`config.mk`:
```
export PLATFORM = sky130hd
export DESIGN_NAME = fetch_snoop
export DESIGN_NICKNAME = d
export VERILOG_FILES = /design/src/rtl/fsnoop_pkg.sv /design/src/rtl/fsnoop_sync.sv /design/src/rtl/fsnoop_capture.sv /design/src/rtl/fsnoop_serializer.sv /design/src/rtl/fetch_snoop.sv
export SDC_FILE = /design/constraint.sdc
export NUM_CORES = 1
export LEC_CHECK = 0
export BUFFER_PORTS_ARGS = -buffer_cell sky130_fd_sc_hd__buf_2
export CORE_ASPECT_RATIO = 1.1
export CORE_MARGIN = 5
export CORE_UTILIZATION = 40
export CTS_BUF_LIST = sky130_fd_sc_hd__clkbuf_4 sky130_fd_sc_hd__clkbuf_8
export CTS_CLUSTER_SIZE = 16
export DETAILED_ROUTE_END_ITERATION = 7
export SLEW_MARGIN = 20
export SYNTH_ARGS = -nofsm -noshare
export SYNTH_HDL_FRONTEND = slang
export SYNTH_SLANG_ARGS = --single-unit
```
`constraint.sdc`:
```
create_clock -name clk -period 2.1 [get_ports clk]
set_clock_uncertainty 0.2 [all_clocks]
set_input_delay 0.105 -clock clk [delete_from_list [all_inputs] [get_ports clk]]
set_output_delay 0.105 -clock clk [all_outputs]
set_load 0.005 [all_outputs]
```
`src/rtl/fsnoop_pkg.sv`:
```
package fsnoop_pkg;
  localparam int LANE_W  = 8;
  localparam int UPPER_W = 4;
  localparam int ADDR_W  = LANE_W + UPPER_W + 1;

  typedef struct packed {
    logic [ADDR_W-1:0] addr;
    logic [LANE_W-1:0] data;
  } fetch_rec_t;
endpackage

```
`src/rtl/fsnoop_sync.sv`:
```
module fsnoop_sync #(
  parameter int W      = 15,
  parameter int STAGES = 2
) (
  input  logic         clk,
  input  logic         rst,
  input  logic [W-1:0] d,
  output logic [W-1:0] q
);
  logic [STAGES-1:0][W-1:0] stg;

  always_ff @(posedge clk) begin
    if (rst) stg <= '0;
    else     stg <= {stg[STAGES-2:0], d};
  end

  assign q = stg[STAGES-1];
endmodule

```
`src/rtl/fsnoop_capture.sv`:
```
module fsnoop_capture
  import fsnoop_pkg::*;
#(
  parameter int LW = LANE_W,
  parameter int UW = UPPER_W,
  parameter int AW = LW + UW + 1
) (
  input  logic          clk,
  input  logic          rst,
  input  logic          bank_en,
  input  logic          s_ale,
  input  logic          s_psen_n,
  input  logic [LW-1:0] s_ad,
  input  logic [UW-1:0] s_ahi,
  input  logic          s_bank,
  output logic          rec_valid,
  output logic [AW-1:0] rec_addr,
  output logic [LW-1:0] rec_data
);
  logic          prev_ale, prev_psen;
  logic          armed_q;
  logic [AW-1:0] addr_q, addr_now;
  logic          ale_fall, psen_rise, arm_now, take;

  assign ale_fall  = prev_ale & ~s_ale;
  assign psen_rise = ~prev_psen & s_psen_n;

  // a fall in this sample takes effect before the capture of the same sample
  always_comb begin
    addr_now = addr_q;
    if (ale_fall) addr_now = {bank_en & s_bank, s_ahi, s_ad};
    arm_now = armed_q | ale_fall;
    take    = psen_rise & arm_now;
  end

  always_ff @(posedge clk) begin
    if (rst) begin
      prev_ale  <= 1'b0;
      prev_psen <= 1'b1;
      armed_q   <= 1'b0;
      addr_q    <= '0;
      rec_valid <= 1'b0;
      rec_addr  <= '0;
      rec_data  <= '0;
    end else begin
      prev_ale  <= s_ale;
      prev_psen <= s_psen_n;
      armed_q   <= arm_now;
      addr_q    <= addr_now;
      rec_valid <= take;
      if (take) begin
        rec_addr <= addr_now;
        rec_data <= s_ad;
      end
    end
  end
endmodule

```
`src/rtl/fsnoop_serializer.sv`:
```
module fsnoop_serializer
  import fsnoop_pkg::*;
#(
  parameter int LW = LANE_W,
  parameter int AW = ADDR_W
) (
  input  logic          clk,
  input  logic          rst,
  input  logic          rec_valid,
  input  logic [AW-1:0] rec_addr,
  input  logic [LW-1:0] rec_data,
  input  logic          st_ready,
  output logic          st_valid,
  output logic [LW-1:0] st_data,
  output logic          st_overflow
);
  logic [LW-1:0] nxt1, nxt2;
  logic [1:0]    left;
  logic [LW-1:0] hi_byte;

  assign hi_byte = LW'(rec_addr >> LW);

  always_ff @(posedge clk) begin
    if (rst) begin
      st_valid    <= 1'b0;
      st_data     <= '0;
      nxt1        <= '0;
      nxt2        <= '0;
      left        <= '0;
      st_overflow <= 1'b0;
    end else if (!st_valid) begin
      if (rec_valid) begin
        st_valid <= 1'b1;
        st_data  <= hi_byte;
        nxt1     <= rec_addr[LW-1:0];
        nxt2     <= rec_data;
        left     <= 2'd2;
      end
    end else begin
      if (rec_valid) st_overflow <= 1'b1;
      if (st_ready) begin
        if (left != 2'd0) begin
          st_data <= nxt1;
          nxt1    <= nxt2;
          left    <= left - 2'd1;
        end else begin
          st_valid <= 1'b0;
        end
      end
    end
  end
endmodule

```
`src/rtl/fetch_snoop.sv`:
```
module fetch_snoop
  import fsnoop_pkg::*;
#(
  parameter int SYNC_STAGES = 2,
  parameter int LW          = LANE_W,
  parameter int UW          = UPPER_W,
  parameter int AW          = LW + UW + 1
) (
  input  logic          clk,
  input  logic          rst,
  input  logic          bank_en,
  input  logic          bus_ale,
  input  logic          bus_psen_n,
  input  logic [LW-1:0] bus_ad,
  input  logic [UW-1:0] bus_ahi,
  input  logic          bus_bank,
  output logic          rec_valid,
  output logic [AW-1:0] rec_addr,
  output logic [LW-1:0] rec_data,
  output logic          st_valid,
  output logic [LW-1:0] st_data,
  input  logic          st_ready,
  output logic          st_overflow
);
  localparam int SYNC_W = 3 + LW + UW;

  logic [SYNC_W-1:0] raw, smp;

  assign raw = {bus_bank, bus_ahi, bus_ad, bus_psen_n, bus_ale};

  fsnoop_sync #(.W(SYNC_W), .STAGES(SYNC_STAGES)) u_sync (
    .clk (clk),
    .rst (rst),
    .d   (raw),
    .q   (smp)
  );

  fsnoop_capture #(.LW(LW), .UW(UW), .AW(AW)) u_cap (
    .clk       (clk),
    .rst       (rst),
    .bank_en   (bank_en),
    .s_ale     (smp[0]),
    .s_psen_n  (smp[1]),
    .s_ad      (smp[2 +: LW]),
    .s_ahi     (smp[2+LW +: UW]),
    .s_bank    (smp[SYNC_W-1]),
    .rec_valid (rec_valid),
    .rec_addr  (rec_addr),
    .rec_data  (rec_data)
  );

  fsnoop_serializer #(.LW(LW), .AW(AW)) u_ser (
    .clk         (clk),
    .rst         (rst),
    .rec_valid   (rec_valid),
    .rec_addr    (rec_addr),
    .rec_data    (rec_data),
    .st_ready    (st_ready),
    .st_valid    (st_valid),
    .st_data     (st_data),
    .st_overflow (st_overflow)
  );
endmodule

```
==> impl_metrics.toml, run 1 <==
[outcome]
outcome = "complete, no violations"

[layout]
drive_gt1_frac = 0.2537
fin_nets = 422
n_antenna_cell = 0
syn_to_final_growth_pct = 21.02
n_fill_cell = 791

[clock_network]
cts_resized = 0
htreeDepth = 3
cts_sinks = 96
insertion_delay_ns = 0.35
tritoncts = "done"
clk_pin_slew_ns = 0.09
cts_buffers = 9
ctsLongestPathBuffers = 2
root_buffer = "clkbuf_8"

[timing]
min_period_ns = 1.753
setup-violations-final = 0
tightest_slew_ns = 0.5826
fin_crit_sh = 0.8346
rsz0062_at_grt = "false"
tns_ns = 0
final.setup.worst_slack_ns = 0.3473
fmax_ghz = 0.5706
final_max_slew_viol_count = 0
slew_headroom = 0.6108
report.final.hold_viol_count = 0

[grt]
grt_max_degree = 76
grt_pass1_vias = 2342
overflow = 0
grt_pass1_wl_mm = 11.60
grt_usage = 0.1360
antenna_found_initial = 0

[critical_path]
cp-start-kind = "flip-flop"
critical_path.startpoint = "u_ser.left[0]"
cp_max_fo = 15
critPathRequiredTime_ns = 2.17
cp-end-kind = "flip-flop"
crit_arrival_ns = 1.82
r2r-start = "u_ser.left[0]"
crit_type = "flip-flop to flip-flop"

[synth]
yosysUniqueCellTypes = 32
synth_nets = 360
yosysWarnings = 0
synth_edf_count = 0
ys_ff_latch = 96
avgSynthCellArea_um2 = 10.33
synthesis.area_um2 = 3512
yosysSeqAreaShare = 0.5472
synthCells = 340
ys.flop_type = "dfxtp_1"
async_reset_ff_frac = 0

[detailed_routing]
vias_per_cell = 4.809
drt_iter0_drc = 178
routed_wl_mm = 6.989
postRouteAntennaNets = 0
firstDrtPassIters = 4
vias = 2486
wl_per_cell_um = 13.52
drcViolationCount = 0

[power]
pwr-share-comb = 0.039
switching_power_mw = 0.6790
p_int_mw = 2.825
seq_power_share = 0.532
p_clk_frac = 0.430
switching_share = 0.1938
ir_drop_mv = 0.3962
p_leak_nw = 1.665
p_per_area_nw_per_um2 = 824.4

[floorplanning]
die_w_um = 99.34
ios = 51
dieHeight_um = 108.3
core-area_um2 = 8496
start_util = 0.4134
die_area_um2 = 10760
fp-row-count = 35

[placement]
hpwl_mm = 4.572
numPortBuffers = 50
gp_congestion = 0.7735
dp_slack_ns = 0.3937

[flow_run]
max_cap_violations = 0

[worst_hold_path]
hold_path_class = "input pin to flip-flop"
hold_start = "rst"
layout make-up:
class / count / area (um^2) / share of cell area
Sequential cell: 96 / 1922 / 0.4522
Multi-Input combinational cell: 215 / 1414 / 0.3326
Clock buffer: 9 / 123.9 / 0.02914
Timing Repair Buffer: 77 / 508.0 / 0.1195
Tap cell: 111 / 138.9 / 0.03268
Inverter: 3 / 11.26 / 0.002649
Clock inverter: 6 / 132.6 / 0.03120
sequential cells by signal (all words and copies together), names as in the netlist, 2 cells and up:
register        cells
u_sync.q           15
u_sync.stg         15
u_cap.addr_q       13
u_cap.rec_addr     13
u_cap.rec_data      8
u_ser.nxt1          8
u_ser.nxt2          8
u_ser.st_data       8
u_ser.left          2
worst paths after layout:
check | end | slack (ns) | cells after the start
worst max-delay path | u_ser.nxt1[7] | 0.35 | 6
worst min-delay path | u_cap.addr_q[5] | 0.05 | 3
worst max register to register | u_ser.nxt1[7] | 0.35 | 6
worst min register to register | u_sync.q[7] | 0.24 | 1
synth_stat cells, types with 5 or more instances:
master / instances / share of area
buf_6: 5 / 0.016
nor2b_1: 32 / 0.057
mux2i_1: 34 / 0.097
dfxtp_1: 96 / 0.55
nor3_1: 8 / 0.011
or2_2: 14 / 0.025
a211oi_2: 5 / 0.018
a211oi_1: 8 / 0.017
nor2_1: 17 / 0.018
a21oi_1: 26 / 0.037
buf_2: 7 / 0.010
o221ai_1: 13 / 0.032
clkbuf_1: 8 / 0.0086
nor3_2: 5 / 0.014
nand2_1: 36 / 0.038
what timing repair did:
action	4_1_cts	5_1_grt
hold endpoints to repair	17	0
hold buffers	17	0
setup endpoints to repair	0	0
setup buffers	0	0
cells in the final DEF, fill, tap and decap left out, types with 2 or more instances in the layout:
cell | synthesis | routed
nand2_1 | 36 | 36
nand3_1 | 4 | 4
nor2b_1 | 32 | 31
clkbuf_8 | 0 | 9
buf_4 | 2 | 9
dfxtp_1 | 96 | 96
bufinv_16 | 0 | 4
inv_1 | 3 | 3
nor3_2 | 5 | 5
o221ai_1 | 13 | 13
a211oi_1 | 8 | 8
nor3_1 | 8 | 8
or2_2 | 14 | 14
a21oi_1 | 26 | 26
mux2i_1 | 34 | 34
dlygate4sd3_1 | 0 | 17
o21a_1 | 2 | 2
buf_2 | 7 | 50
a211oi_2 | 5 | 5
nor2_1 | 17 | 17
per-layer routing:
| metal | up-vias | track usage | routed length [um] |
|---|---|---|---|
| met5 | - | 0 | 0 |
| met2 | 60 | 0.2020 | 2993 |
| met3 | 15 | 0.03419 | 380 |
| met4 | 0 | 0.06634 | 206 |
| met1 | 1131 | 0.1841 | 3409 |
| li1 | 1280 | - | - |
worst max-delay path, cell delays in order, from the launching register on:
cell	delay (ns)
dfxtp_1	0.32
inv_1	0.06
ha_1	0.22
and3b_1	0.30
buf_4	0.25
nor3_1	0.08
a211oi_1	0.23
cells by family (layout without fill, tap and decap cells):
kind of cell / after synthesis / after routing / synth area share
buffers and inverters: 29 / 95 / 0.05094
adders and majority gates: 1 / 1 / 0.003562
DFF: 96 / 96 / 0.5472
and+or+nand+nor: 124 / 124 / 0.1881
muxes: 34 / 34 / 0.09690
AOI/OAI and AO/OA: 56 / 56 / 0.1133
stage by stage:
step,cells,power (mW),hold WS [ns],cell area [um^2],utilization
final,517,3.504,0.05359,4250,0.5003
after global routing,517,3.627,0.06443,4250,0.5003
after CTS,517,3.546,0.04396,4250,0.5003
after detailed placement,485,2.020,0.1167,3824,0.4501
after global placement,485,2.019,0.1129,3824,0.4501
after floorplan,340,1.980,0.03318,3512,-
power groups by stage:
stage | Sequential (mW) | Combinational (mW) | Clock (mW)
after global placement | 1.91 | 0.112 | 0
after detailed placement | 1.91 | 0.112 | 0
after floorplan | 1.90 | 0.0784 | 0
after global routing | 1.87 | 0.151 | 1.61
final | 1.86 | 0.135 | 1.51
after CTS | 1.86 | 0.136 | 1.55
No activity file was read; power rests on OpenSTA's default activity.
==> inputs of run 2 (changes only) <==
- ABC_AREA: default -> 1
- clock period: 2.1 -> 1.65 ns (I/O delays scaled with it)
==> impl_metrics.toml, run 2 <==
[synth]
synthTopCellsByCount = "dfxtp_1, nor2_1, nand2_1"
synth_edf_count = 0
ys.flop_type = "dfxtp_1"
synth_area_leader_cell = "dfxtp_1"
synth_nets = 488
ys_ff_latch = 96
synth_most_common_cell = "dfxtp_1"
async_reset_ff_frac = 0
synthesis.area_um2 = 3526
synthCells = 468
avgSynthCellArea_um2 = 7.534
ys_top_cells_by_area = "dfxtp_1, nor2_1, nand2_1, inv_1, nand3_1"
yosysTopAreaCellShare = 0.5451
yosysWarnings = 0
yosysSeqAreaShare = 0.5451
yosysUniqueCellTypes = 20

[power]
pwr-share-comb = 0.046
seq_power_share = 0.600
switching_share = 0.2347
ir_drop_mv = 0.5159
p_int_mw = 3.026
p_leak_nw = 2.055
p_per_area_nw_per_um2 = 923.0
p_clk_frac = 0.354
switching_power_mw = 0.9280

[critical_path]
cp-end-kind = "flip-flop"
r2r-start = "u_ser.left[0]"
cp_top_family = "buffers and inverters"
cp_max_fo = 9
slowest_delay_ns = 0.34
crit_arrival_ns = 1.57
crit_type = "flip-flop to flip-flop"
path_cells = "inv_1, ha_1, inv_2, nand3_4, buf_4, nand3_1, a21oi_1"
critPathRequiredTime_ns = 1.68
cp_slowest_cell = "dfxtp_1"
critical_path.startpoint = "u_ser.left[0]"
critical_path_buf_inv_count = 3
cp-start-kind = "flip-flop"

[grt]
antenna_found_initial = 0
grt_pass1_vias = 2699
use_met2 = 0.2462
gr-usage-met1 = 0.1611
top_usage_layer = "met2"
overflow = 0
grt_pass1_wl_mm = 11.98
grt_use_met3 = 0.03419
grt_max_degree = 63
grt_usage = 0.1368

[floorplanning]
core-area_um2 = 8738
start_util = 0.4035
ios = 51
die_area_um2 = 10790
dieHeight_um = 108.5
die_w_um = 99.52
fp-row-count = 36

[layout]
layout_commonest_cell = "dfxtp_1"
n_antenna_cell = 0
syn_to_final_growth_pct = 21.50
fin_nets = 557
n_fill_cell = 903
drive_gt1_frac = 0.1661
fin_area_um2 = 4284
final_cell_mix = "dfxtp_1, nor2_1, nand2_1"

[clock_network]
insertion_delay_ns = 0.35
tritoncts = "done"
root_buffer = "clkbuf_8"
clk_pin_slew_ns = 0.09
cts_buffers = 9
ctsLongestPathBuffers = 2
htreeDepth = 3
cts_sinks = 96

[timing]
fmax_ghz = 0.6495
tns_ns = 0
report.final.hold_viol_count = 0
slew_headroom = 0.7864
tightest_slew_ns = 0.3170
rsz0062_at_grt = "false"
fin_crit_sh = 0.9332
setup-violations-final = 0
min_period_ns = 1.540
final_max_slew_viol_count = 0

[flow_run]
max_cap_violations = 0

[worst_hold_path]
hold_start = "u_sync.stg[3]"
hold_path_class = "flip-flop to flip-flop"

[outcome]
outcome = "complete, no violations"

[placement]
hpwl_mm = 4.952
dpl_cell_area_um2 = 3886
numPortBuffers = 50
gp_congestion = 0.7630

[detailed_routing]
drcViolationCount = 0
routed_wl_mm = 7.022
vias = 2908
vias_per_cell = 4.433
postRouteAntennaNets = 0
drt_iter0_drc = 74
wl_per_cell_um = 10.70
firstDrtPassIters = 4
## run 2: cell count changes after synthesis, moves of 5 or more
cell	before	now
nor3_1	8	0
o21ai_0	0	23
mux2i_1	34	0
a211oi_2	5	0
or2_2	14	1
inv_1	3	60
nand3_1	4	36
nor2b_1	32	0
a211oi_1	8	0
o221ai_1	13	0
nor3_2	5	0
nand2_1	36	89
nor2_1	17	93
a21oi_1	26	32
## run 2: layout make-up
type                            instances  area [um^2]  share of cell area
Sequential cell                        96         1922              0.4486
Clock buffer                           10        131.4             0.03067
Inverter                               63        236.5             0.05520
Timing Repair Buffer                   81        540.5              0.1262
Tap cell                              114        142.6             0.03329
Clock inverter                          6        50.05             0.01168
Multi-Input combinational cell        286         1261              0.2944
## run 2: through the flow
stage	utilization	setup WS, ns	instances	hold slack, ns	power [mW]
after floorplan	-	0.1735	468	-0.01053	2.526
after global placement	0.4447	0.09197	619	0.08522	2.579
after detailed placement	0.4447	0.01909	619	0.08715	2.582
after CTS	0.4861	0.01013	653	0.2051	4.020
after global routing	0.4903	0.01768	656	0.2215	4.150
final	0.4903	0.1103	656	0.2041	3.954
## run 2: final timing paths
kind                                          to  depth (start not counted)  slack [ns]
worst min-delay path                 u_sync.q[3]                          2        0.20
worst min register to register       u_sync.q[3]                          2        0.20
worst max-delay path            u_ser.st_data[4]                          7        0.11
worst max register to register  u_ser.st_data[4]                          7        0.11
## run 2: what timing repair did
item                                    in CTS  in global routing
hold buffers                                18                  0
endpoints found under the setup margin       0                 15
endpoints found under the hold margin       23                  0
gates resized for setup                      0                  3
setup buffers                                0                  3
## run 2: cell families (layout without fill, tap and decap cells)
group	count (synthesis)	after routing	synth area share
buffers and inverters	86	160	0.1011
AO/OA/AOI/OAI	56	56	0.07984
flip-flops	96	96	0.5451
AND/OR/NAND/NOR	229	229	0.2704
adder cells (fa/ha/maj)	1	1	0.003548
## run 2: power by group through the flow
stage | clock [mW] | combinational (mW) | sequential (mW)
final | 1.40 | 0.183 | 2.37
after global routing | 1.56 | 0.211 | 2.38
after CTS | 1.46 | 0.186 | 2.37
after detailed placement | 0 | 0.154 | 2.43
after global placement | 0 | 0.152 | 2.43
after floorplan | 0 | 0.101 | 2.43
## run 2: tightest hold or removal path, cell delays in order (launching register included)
cell,delay (ns)
dfxtp_1,0.30
inv_1,0.04
nor2_1,0.03
## run 2: per-layer routing
layer | up-vias | routed length (um)
met4 | 0 | 55
met3 | 5 | 327
li1 | 1577 | -
met5 | - | 0
met1 | 1274 | 3156
met2 | 52 | 3483
==> inputs of run 3 (changes only) <==
--- a/config.mk
+++ b/config.mk
@@ -8,10 +8,13 @@
 export ABC_AREA = 1
 export BUFFER_PORTS_ARGS = -buffer_cell sky130_fd_sc_hd__buf_2
+export CELL_PAD_IN_SITES_DETAIL_PLACEMENT = 0
+export CELL_PAD_IN_SITES_GLOBAL_PLACEMENT = 2
 export CORE_ASPECT_RATIO = 1.1
 export CORE_MARGIN = 5
-export CORE_UTILIZATION = 40
+export CORE_UTILIZATION = 33
 export CTS_BUF_LIST = sky130_fd_sc_hd__clkbuf_4 sky130_fd_sc_hd__clkbuf_8
 export CTS_CLUSTER_SIZE = 16
 export DETAILED_ROUTE_END_ITERATION = 7
+export PLACE_DENSITY_LB_ADDON = 0.1
 export SLEW_MARGIN = 20
 export SYNTH_ARGS = -nofsm -noshare
==> constraint.sdc (replaced) <==
create_clock -name clk -period 1.65 [get_ports clk]
set_clock_uncertainty 0.2 [all_clocks]
set_input_delay 0 -clock clk [delete_from_list [all_inputs] [get_ports clk]]
set_output_delay 0 -clock clk [all_outputs]
set_load 0.005 [all_outputs]
==> impl_metrics.toml, run 3 (same netlist as run 2, synthesis figures left out) <==
[worst_hold_path]
hold_path_class = "flip-flop to flip-flop"

[timing]
slew_headroom = 0.7116
fin_crit_sh = 0.9449
tns_ns = 0
final.setup.worst_slack_ns = 0.09096
min_period_ns = 1.559
report.final.hold_viol_count = 0
tightest_slew_ns = 0.4322
fmax_ghz = 0.6414
setup-violations-final = 0
worst_hold_slack_ns = 0.2032
final_max_slew_viol_count = 0
rsz0062_at_grt = "false"

[power]
p_leak_nw = 2.139
p_per_area_nw_per_um2 = 908.5
pwr-share-comb = 0.054
seq_power_share = 0.588
switching_power_mw = 0.8805
switching_share = 0.2180
p_clk_frac = 0.359
p_int_mw = 3.158
ir_drop_mv = 0.4376

[detailed_routing]
drcViolationCount = 0
postRouteAntennaNets = 0
wl_per_cell_um = 11.76
drt_iter0_drc = 106
firstDrtPassIters = 4
vias = 2939
vias_per_cell = 4.223
routed_wl_mm = 8.188

[layout]
n_fill_cell = 1143
fin_nets = 570
layout_commonest_cell = "dfxtp_1"
syn_to_final_growth_pct = 26.08
final_cell_mix = "dfxtp_1, nor2_1, nand2_1"
drive_gt1_frac = 0.1555
fin_util = 0.4257
n_antenna_cell = 0

[grt]
grt_pass1_vias = 2732
grt_pass1_wl_mm = 13.54
overflow = 0
antenna_found_initial = 0
grt_max_degree = 65
grt_usage = 0.1333

[critical_path]
slowest_delay_ns = 0.34
cp-end-kind = "flip-flop"
r2r-start = "u_ser.left[0]"
path_cells = "inv_1, ha_1, inv_2, nand3_4, buf_4, o21ai_0, nor2_1"
reg2reg_setup_slack_ns = 0.09
crit_arrival_ns = 1.61
cp-endpoint = "u_ser.left[1]"
critical_path.startpoint = "u_ser.left[0]"
crit_type = "flip-flop to flip-flop"
cp_max_fo = 12
ff2ff_path_depth = 7
cp-start-kind = "flip-flop"
worst_r2r_endpoint = "u_ser.left[1]"
cp_slowest_cell = "dfxtp_1"
critPathRequiredTime_ns = 1.70

[placement]
gp_congestion = 0.7183
numPortBuffers = 50
hpwl_mm = 5.500
dp_slack_ns = 0.02540

[clock_network]
tritoncts = "done"
insertion_delay_ns = 0.35
clk_pin_slew_ns = 0.08
htreeDepth = 3
post-cts-setup-buffers = 0
ctsLongestPathBuffers = 2
root_buffer = "clkbuf_8"
cts_sinks = 96
cts_buffers = 9

[floorplanning]
fp-row-count = 39
start_util = 0.3376
core-area_um2 = 10440
dieHeight_um = 118.4
die_area_um2 = 12850
ios = 51
die_w_um = 108.6

[outcome]
outcome = "complete, no violations"

[flow_run]
max_cap_violations = 0
-- run 3: worst min-delay path by stage --
stage                               end  slack, ns  cells after the start           from
after floorplan           u_sync.stg[0]      -0.09                      2        bus_ale
after global placement    u_sync.stg[1]    -0.0009                      3     bus_psen_n
after detailed placement  u_sync.stg[4]      0.005                      3      bus_ad[2]
after CTS                   u_sync.q[2]       0.20                      2  u_sync.stg[2]
after global routing        u_sync.q[3]       0.22                      2  u_sync.stg[3]
final                       u_sync.q[3]       0.20                      2  u_sync.stg[3]
-- run 3: power groups by stage --
stage / registers, mW / clock network [mW] / logic [mW]
finish: 2.37 / 1.45 / 0.217
detailed placement: 2.43 / 0 / 0.161
floorplan: 2.43 / 0 / 0.101
global placement: 2.43 / 0 / 0.160
global route: 2.38 / 1.60 / 0.248
CTS: 2.37 / 1.52 / 0.220
-- run 3: final cells by class --
cell class / instances / area, um^2 / share of cell area
sequential: 96 / 1922 / 0.4323
multi-input combinational: 286 / 1252 / 0.2817
timing repair buffer: 94 / 675.6 / 0.1520
inverter: 63 / 236.5 / 0.05319
clock buffer: 14 / 180.2 / 0.04053
tap: 143 / 178.9 / 0.04025
-- run 3: repair_timing --
item | 4_1_cts | 5_1_grt
setup endpoints to repair | 1 | 12
endpoints found under the hold margin | 75 | 0
pin swaps | 0 | 0
gates resized for setup | 1 | 1
hold buffers | 33 | 0
-- run 3: worst max-delay path, delay by kind of cell (launching register included) --
kind / cells / cell delay [ns]
AOI/OAI and AO/OA: 1 / 0.16
DFF: 1 / 0.34
and+or+nand+nor: 2 / 0.18
buffers and inverters: 3 / 0.37
adders and majority gates: 1 / 0.22
-- run 3: per-layer routing --
layer	global-route usage	share of wire
met5	0	0
met1	0.1781	0.48
met4	0.06630	0.020
met3	0.02236	0.037
met2	0.2067	0.46
-- run 3: through the flow --
stage	cell area [um^2]	cells	total power, mW
after floorplan	3526	468	2.526
after global placement	3930	649	2.588
after detailed placement	3930	649	2.590
after CTS	4446	696	4.111
after global routing	4446	696	4.225
final	4446	696	4.039
